File: src/rtl/i2c_pkg.sv
package i2c_pkg;
  typedef enum logic [3:0] {
    ST_IDLE, ST_START, ST_ADDR, ST_AACK, ST_WR,
    ST_WACK, ST_RD, ST_MACK, ST_STOP
  } state_e;
endpackage

File: src/rtl/i2c_qtick.sv
module i2c_qtick #(
  parameter int QTR_DIV = 4
) (
  input  logic       clk,
  input  logic       rst_n,
  input  logic       run,
  output logic       tick,
  output logic [1:0] q
);
  localparam int CW = (QTR_DIV > 1) ? $clog2(QTR_DIV) : 1;
  localparam logic [CW-1:0] LAST = CW'(QTR_DIV - 1);

  logic [CW-1:0] cnt;

  assign tick = run && (cnt == LAST);

  always_ff @(posedge clk or negedge rst_n) begin
    if (!rst_n) begin
      cnt <= '0;
      q   <= '0;
    end else if (!run) begin
      cnt <= '0;
      q   <= '0;
    end else if (tick) begin
      cnt <= '0;
      q   <= q + 2'd1;
    end else begin
      cnt <= cnt + 1'b1;
    end
  end
endmodule

File: src/rtl/i2c_line_drv.sv
module i2c_line_drv import i2c_pkg::*; (
  input  state_e     st,
  input  logic [1:0] q,
  input  logic       tx_bit,
  input  logic       mack,
  output logic       scl_low,
  output logic       sda_low
);
  always_comb begin
    scl_low = 1'b0;
    sda_low = 1'b0;
    case (st)
      ST_START: begin
        scl_low = (q == 2'd0);
        sda_low = q[1];
      end
      ST_ADDR, ST_WR: begin
        scl_low = !q[1];
        sda_low = !tx_bit;
      end
      ST_AACK, ST_WACK, ST_RD: scl_low = !q[1];
      ST_MACK: begin
        scl_low = !q[1];
        sda_low = mack;
      end
      ST_STOP: begin
        scl_low = (q == 2'd0);
        sda_low = !q[1];
      end
      default: ;
    endcase
  end
endmodule

File: src/rtl/i2c_cmd_master.sv
module i2c_cmd_master import i2c_pkg::*; #(
  parameter int QTR_DIV = 4,
  parameter int ADDR_W  = 7,
  parameter int DATA_W  = 8
) (
  input  logic              clk,
  input  logic              rst_n,
  input  logic              ena,
  input  logic [ADDR_W-1:0] addr,
  input  logic              rw,
  input  logic [DATA_W-1:0] wdata,
  output logic [DATA_W-1:0] rdata,
  output logic              busy,
  output logic              ack_err,
  output logic              scl_drive_low,
  output logic              sda_drive_low,
  input  logic              sda_in
);
  localparam int SH_W = (ADDR_W + 1 > DATA_W) ? ADDR_W + 1 : DATA_W;
  localparam int BC_W = $clog2(SH_W);
  localparam logic [BC_W-1:0] ADDR_LAST = BC_W'(ADDR_W);
  localparam logic [BC_W-1:0] DATA_LAST = BC_W'(DATA_W - 1);

  state_e            state;
  logic [1:0]        q;
  logic              tick, run, sample, bit_end, same_cmd;
  logic [SH_W-1:0]   shreg;
  logic [BC_W-1:0]   bitn;
  logic [ADDR_W-1:0] addr_q;
  logic              rw_q, smp, more, pend;
  logic [DATA_W-1:0] wdata_q;

  assign run      = (state != ST_IDLE);
  assign sample   = tick && (q == 2'd2);
  assign bit_end  = tick && (q == 2'd3);
  assign same_cmd = (addr == addr_q) && (rw == rw_q);

  i2c_qtick #(.QTR_DIV(QTR_DIV)) u_qtick (
    .clk(clk), .rst_n(rst_n), .run(run), .tick(tick), .q(q)
  );

  i2c_line_drv u_line (
    .st(state), .q(q), .tx_bit(shreg[SH_W-1]), .mack(more),
    .scl_low(scl_drive_low), .sda_low(sda_drive_low)
  );

  always_ff @(posedge clk or negedge rst_n) begin
    if (!rst_n) begin
      state   <= ST_IDLE;
      shreg   <= '0;
      bitn    <= '0;
      addr_q  <= '0;
      rw_q    <= 1'b0;
      wdata_q <= '0;
      rdata   <= '0;
      busy    <= 1'b0;
      ack_err <= 1'b0;
      smp     <= 1'b1;
      more    <= 1'b0;
      pend    <= 1'b0;
    end else begin
      if (sample) smp <= sda_in;
      case (state)
        ST_IDLE: if (ena) begin
          addr_q  <= addr;
          rw_q    <= rw;
          wdata_q <= wdata;
          ack_err <= 1'b0;
          busy    <= 1'b1;
          state   <= ST_START;
        end
        ST_START: if (bit_end) begin
          shreg <= SH_W'({addr_q, rw_q}) << (SH_W - ADDR_W - 1);
          bitn  <= ADDR_LAST;
          state <= ST_ADDR;
        end
        ST_ADDR, ST_WR: if (bit_end) begin
          if (bitn == '0) begin
            state <= (state == ST_ADDR) ? ST_AACK : ST_WACK;
          end else begin
            bitn  <= bitn - 1'b1;
            shreg <= shreg << 1;
          end
        end
        ST_AACK: if (bit_end) begin
          if (smp) ack_err <= 1'b1;
          bitn <= DATA_LAST;
          if (rw_q) begin
            state <= ST_RD;
          end else begin
            shreg <= SH_W'(wdata_q) << (SH_W - DATA_W);
            state <= ST_WR;
          end
        end
        ST_WACK: if (bit_end) begin
          if (smp) ack_err <= 1'b1;
          if (ena) begin
            addr_q  <= addr;
            rw_q    <= rw;
            wdata_q <= wdata;
            if (same_cmd) begin
              shreg <= SH_W'(wdata) << (SH_W - DATA_W);
              bitn  <= DATA_LAST;
              state <= ST_WR;
            end else begin
              state <= ST_START;
            end
          end else begin
            state <= ST_STOP;
          end
        end
        ST_RD: begin
          if (sample) shreg <= {shreg[SH_W-2:0], sda_in};
          if (bit_end) begin
            if (bitn == '0) begin
              rdata <= shreg[DATA_W-1:0];
              pend  <= ena;
              more  <= ena && same_cmd;
              if (ena) begin
                addr_q  <= addr;
                rw_q    <= rw;
                wdata_q <= wdata;
              end
              state <= ST_MACK;
            end else begin
              bitn <= bitn - 1'b1;
            end
          end
        end
        ST_MACK: if (bit_end) begin
          more <= 1'b0;
          if (more) begin
            bitn  <= DATA_LAST;
            state <= ST_RD;
          end else if (pend) begin
            state <= ST_START;
          end else begin
            state <= ST_STOP;
          end
        end
        ST_STOP: if (bit_end) begin
          busy  <= 1'b0;
          state <= ST_IDLE;
        end
        default: state <= ST_IDLE;
      endcase
    end
  end
endmodule


File: config.mk
export PLATFORM = sky130hd
export DESIGN_NAME = i2c_cmd_master
export DESIGN_NICKNAME = d
export VERILOG_FILES = /design/src/rtl/i2c_pkg.sv /design/src/rtl/i2c_qtick.sv /design/src/rtl/i2c_line_drv.sv /design/src/rtl/i2c_cmd_master.sv
export SDC_FILE = /design/constraint.sdc
export NUM_CORES = 1
export LEC_CHECK = 0
export ABC_AREA = 1
export BUFFER_PORTS_ARGS = -buffer_cell sky130_fd_sc_hd__buf_2
export CAP_MARGIN = 20
export CORE_MARGIN = 2
export CORE_UTILIZATION = 45
export CTS_CLUSTER_DIAMETER = 80
export DETAILED_ROUTE_END_ITERATION = 16
export GPL_ROUTABILITY_DRIVEN = 1
export PLACE_DENSITY = 0.64
export SLEW_MARGIN = 10
export SYNTH_ARGS = -nofsm -noshare
export SYNTH_HDL_FRONTEND = slang
export SYNTH_SLANG_ARGS = --single-unit
File: constraint.sdc
create_clock -name clk -period 2 [get_ports clk]
set_clock_uncertainty 0.05 [all_clocks]
set_input_delay 0.3 -clock clk [delete_from_list [all_inputs] [get_ports clk]]
set_output_delay 0.3 -clock clk [all_outputs]
set_load 0.01 [all_outputs]
After elaboration in Yosys (flattened, before gate mapping)
Cells that the tools add are included.
{ "word_totals": {"register_bits": 48} }
{ "classes": {"n_addsub": 3, "eq_ne": 35, "mux": 67, "reduce_logical": 31} }
{ "ops": {"columns": ["operator", "n"], "rows": [
  ["2-to-1 mux 8 bit", 13],
  ["2-to-1 mux 4 bit", 13],
  ["case mux 8 bit (5 select lines)", 1],
  ["inequality test 2 bit, second input constant", 18],
  ["case mux 4 bit (8 select lines)", 1],
  ["2-to-1 mux 3 bit", 10],
  ["2-to-1 mux 7 bit", 4],
  ["case mux 8 bit (3 select lines)", 1],
  ["case mux 7 bit (3 select lines)", 1],
  ["AND reduction 10 bit", 2],
  ["== test 4 x 3 -> 1 bit, second input constant", 4],
  ["case mux 3 bit (4 select lines)", 1],
  ["AND reduction 4 bit", 3],
  ["2-to-1 mux 1 bit", 11],
  ["2-to-1 mux 2 bit", 5],
  ["AND reduction 9 bit", 1],
  ["== test 4 x 2 -> 1 bit, second input constant", 2],
  ["inequality test 2 x 1 -> 1 bit, second input constant", 4],
  ["case mux 1 bit (2 select lines)", 4],
  ["nonzero test 4 bit", 2],
  ["OR reduction 2 bit", 4],
  ["== test 7 bit", 1],
  ["== test 2 bit, second input constant", 3],
  ["AND reduction 3 bit", 2],
  ["other kinds (17)", 25]
]} }

Longest topological paths before layout
{ "logic_depth": {"depth_word": 6, "ltp_mapped": 12, "mapped_depth_nobuf": 11} }

Hierarchy
A second synthesis with hierarchy kept.
{ "hier_totals": {"cells_unflattened": 390, "hier_area_um2": 2941.6} }
{ "by_module_without_submodules": {"columns": ["mod", "instances", "cells_each", "area_per_inst_um2", "seq_area_each_um2"], "rows": [
  ["i2c_cmd_master", 1, 346, 2658.8, 1102.3],
  ["i2c_qtick", 1, 19, 167.7, 100.1],
  ["i2c_line_drv", 1, 25, 115.1, 0.0]
]} }

Worst setup path after synthesis
Ideal clock, no wire load.
{ "synth_path": {"kind": "reg2reg", "start": "reg state[3]", "end": "reg rdata[7]", "setup_time_ns": 0.125, "t_arrival_ns": 1.388, "t_required_ns": 1.825, "slack_ns": 0.437, "path_stages_with_launch": 7, "cell_sequence": "dfrtp_1 inv_2 nand2_2 nor2_4 nand2_1 nor2_4 mux2_2"} }
{ "synth_via": {"elab_chain_cells": 4, "word_cells_on_any_way": 5} }
{ "synth_lines": {"columns": ["item", "line", "source"], "rows": [
  ["start: declaration", "i2c_cmd_master.sv:24", "state_e state;"],
  ["start signal: assignment", "i2c_cmd_master.sv:79", "state <= (state == ST_ADDR) ? ST_AACK : ST_WACK;"],
  ["nonzero test 4 bit", "i2c_cmd_master.sv:33", "assign run = (state != ST_IDLE);"],
  ["logical AND 1 bit", "i2c_qtick.sv:15", "assign tick = run && (cnt == LAST);"],
  ["logical AND 1 bit", "i2c_cmd_master.sv:35", "assign bit_end = tick && (q == 2'd3);"],
  ["AND reduction 3 bit (no source line) (*)", null, null],
  ["end signal: assignment", "i2c_cmd_master.sv:116", "rdata <= shreg[DATA_W-1:0];"],
  ["end: declaration", "i2c_cmd_master.sv:12", "output logic [DATA_W-1:0] rdata,"]
]} }
Every way passes the cells marked *; elsewhere a longest branch is shown, timed or not.
A chain may end at the register's enable or synchronous reset.

Final worst setup path
{ "layout_path": {"start": "reg state[3]", "end": "out sda_drive_low"} }
{ "layout_via": {"elab_chain_cells": 3, "word_cells_on_any_way": 7} }
{ "layout_lines": {"columns": ["item", "line", "source"], "rows": [
  ["== test 4 x 2 -> 1 bit or == test 4 x 3 -> 1 bit (tied branches)", "i2c_line_drv.sv:12", "case (st)"],
  ["OR reduction 2 bit", "i2c_line_drv.sv:12", null],
  ["case mux 1 bit (4 select lines) (*)", "i2c_line_drv.sv:12", null],
  ["end: declaration", "i2c_cmd_master.sv:16", "output logic sda_drive_low,"]
]} }
Marks and branches as above.

==> impl_metrics.tcl <==
set metrics [dict create \
    status "complete, no violations" \
    drive_gt1_share_pct 17.6 \
    finalCritPeriodShare_pct 94.7 \
    path_delay_family "flip-flops" \
    path_cells "inv_2 > nand2_2 > nor2_2 > nor2_2 > o2111ai_1 > buf_2" \
    io_buffers 31 \
    grt_usage_pct 20.4 \
    dieHeight_um 82.8 \
    seq_area_frac_synth_pct 43.1 \
    vdd_ir_drop_max_mv 0.536 \
    final_util_pct 53.7 \
    pwr_density_cell_nw_per_um2 1350 \
    num-fill-cells 608 \
    stdcell_area_um2 3200 \
    dr_total_vias 2416 \
    multi_input_area_um2 1380 \
    min_path_cells 3 \
    postSynthAreaPerCell_um2 7.20 \
    cp.arrival_ps 1540 \
    ant_nets 0 \
    slew_viol_final 0 \
    fin_nets 452 \
    syn_to_final_growth_pct 14.5 \
    max-cap-violations 0 \
    crit_path_start_kind "flop" \
    num_io_pins 32 \
    grt_pass1_wl_mm 10.6 \
    drt_first_pass_iters 4 \
    dpl.hpwl_mm 4.91 \
    htreeDepth 2 \
    min_period_ps 1890 \
    wl_per_cell_um 12.6 \
    critPathMaxStageDelay_ps 460 \
    leakage_nw 1.71 \
    cpMostUsedCell "nor2_2" \
    hold_violations 0 \
    place_congestion 0.934 \
    layout_common_cells "nand2_1, inv_1, dfrtp_1, nor2_1, buf_2" \
    hp-class "input port to flop" \
    synth_mux_area_share_pct 0.403 \
    regToRegStartpoint "state[1]$_DFFE_PN0P_" \
    top_usage_layer "met1" \
    reg2reg_slack_ps 220 \
    synth-compound-area-share_pct 10.2 \
    setup_viol 0 \
    synth_area_leaders "dfrtp_1, nand2_1, inv_1, nor2_1, o21ai_1" \
    synthesis.area_um2 2790 \
    post-route-drc-count 0 \
    synth_top_family_by_area "simple AND/OR/NAND/NOR gates" \
    cts_tree "built" \
    num_rows 28 \
    vias_per_cell 4.82 \
    synth_ff_type "dfrtp_1" \
    max_freq_ghz 0.528 \
    clockRootBuffer "clkbuf_8" \
    crit_buf_inv 2 \
    grt_pass1_vias 2231 \
    crit_type "flop to output port" \
    diodes 0 \
    finalSetupTns_ps 0 \
    die_w_um 82.8 \
    end_kind "output port" \
    synth-simple-area-share_pct 33.8 \
    ff2ff_path_depth 9 \
    cts_buffers 5 \
    relSlewSlack_pct 65.1 \
    rsz0062_at_grt "no" \
    clk_pin_slew_ps 90 \
    place_area_um2 3060 \
    cp-startpoint "state[3]$_DFFE_PN0P_" \
    synth_cell_types 27 \
    synth_fa_ha_area_share_pct 2.69 \
    pre_cts_ws_ps 209 \
    dieArea_um2 6850 \
    syn_nets 414 \
    synth_edf_count 0 \
    worstReg2RegEnd "shreg[2]$_DFFE_PN0P_" \
    clock_path_buffers 2 \
    synth_seq_cells 48 \
    path_max_fanout 6 \
    worstSkewPairLatency_ps 300 \
    final_common_cell "nand2_1" \
    grt_max_degree 33 \
    synth_xor_area_share_pct 1.25 \
    coreArea_um2 5960 \
    cp.depth 6 \
    slowest_stage "dfrtp_2" \
    groute.layer.met1.usage_pct 31.2 \
    crit_end "sda_drive_low" \
    setup_slack_ps 106 \
    yosysTopAreaCell "dfrtp_1" \
    met3_usage_pct 3.35 \
    worstMarginPinSlew_ps 524 \
    regArea_um2 1210 \
    post_cts_buffers 0 \
    cp.required_ps 1650 \
    yosys.area.top_type_share_pct 42.1 \
    synthArstFlopShare_pct 100 \
    antenna_found_initial 0 \
    yosys_warnings 0 \
    wl_mm 6.29 \
    initial_core_util_pct 46.9 \
    synthCells 388 \
    initialDrtViolationCount 180 \
    grt-ovfl-total 0 \
    grt_use_met2_pct 29.4 \
    cts_num_sinks 48 \
]
[what timing repair did]
| item | in CTS | in global routing |
|---|---|---|
| endpoints found under the hold margin | 21 | 0 |
| hold buffers | 1 | 0 |
| endpoints found under the setup margin | 2 | 3 |
| gates resized for setup | 2 | 8 |
| cloned | 0 | 0 |
[registers in the layout, indices dropped and copies added, names as in the netlist]
signal / cells
u_qtick.q: 2
state: 4
pend: 1
rw_q: 1
u_qtick.cnt: 2
busy: 1
smp: 1
addr_q: 7
wdata_q: 8
more: 1
ack_err: 1
rdata: 8
bitn: 3
shreg: 8
[metal layers]
metal	part of all wire, %	vias to the layer above
li1	-	1292
met1	51	1073
met2	43	45
met3	4.2	6
met4	1.4	0
met5	0	-
[synth_stat cells, types with 4 or more instances]
library cell and n:
inv_2 5, nand2_1 127, nand2_2 4, nor2_2 8, a21oi_1 12, o21ai_1 20, dfrtp_1 47, o21ai_0 17
ha_1 6, nor2_1 44, inv_1 50, nand4_1 10, nand3_1 16
[kinds of logic (layout without fill, tap and decap cells)]
logic type	after synthesis	after routing
xor gates and xnor gates	4	4
muxes	1	1
buffers and inverters	60	98
adders and majority gates	6	6
and+or+nand+nor	216	216
AOI/OAI and AO/OA	53	53
DFF	48	48
[layout make-up]
cell class                      instances  area share [%]
Multi-Input combinational cell        280            43.1
Sequential cell                        48            37.7
Timing Repair Buffer                   36            6.89
Inverter                               55            6.46
Tap cell                               75            2.94
Clock buffer                            6            2.58
Clock inverter                          1           0.274
[worst min-delay path by stage]
stage	from	end	slack [ps]
floorplan	rst_n	ack_err$_DFFE_PN0P_	-50
global placement	rst_n	state[2]$_DFFE_PN0P_	250
detailed placement	rst_n	state[2]$_DFFE_PN0P_	260
CTS	addr[2]	addr_q[2]$_DFFE_PN0P_	180
global route	addr[2]	addr_q[2]$_DFFE_PN0P_	200
finish	addr[2]	addr_q[2]$_DFFE_PN0P_	190
[metrics by stage]
| stage | hold slack [ps] | power [W] | cells |
|---|---|---|---|
| 5_1_grt | 201 | 0.00477 | 501 |
| 6_report | 194 | 0.00432 | 501 |
| 3_5_place_dp | 261 | 0.00369 | 493 |
| 3_3_place_gp | 254 | 0.00367 | 493 |
| 2_1_floorplan | -45.6 | 0.00314 | 388 |
| 4_1_cts | 184 | 0.00431 | 501 |
[worst min-delay path: stages]
cell     delay, ps
buf_2          110
inv_1           40
o21ai_1         60
[where the power goes]
| part | switching, W | leakage, nW | total, W | internal [W] |
|---|---|---|---|---|
| Sequential | 0.000264 | 0.605 | 0.00155 | 0.00129 |
| Combinational | 0.00140 | 1.06 | 0.00216 | 0.000761 |
| Clock | 0.000326 | 0.0473 | 0.000603 | 0.000276 |
| Total | 0.00199 | 1.71 | 0.00432 | 0.00232 |
Power figures use the tool's default switching activity.
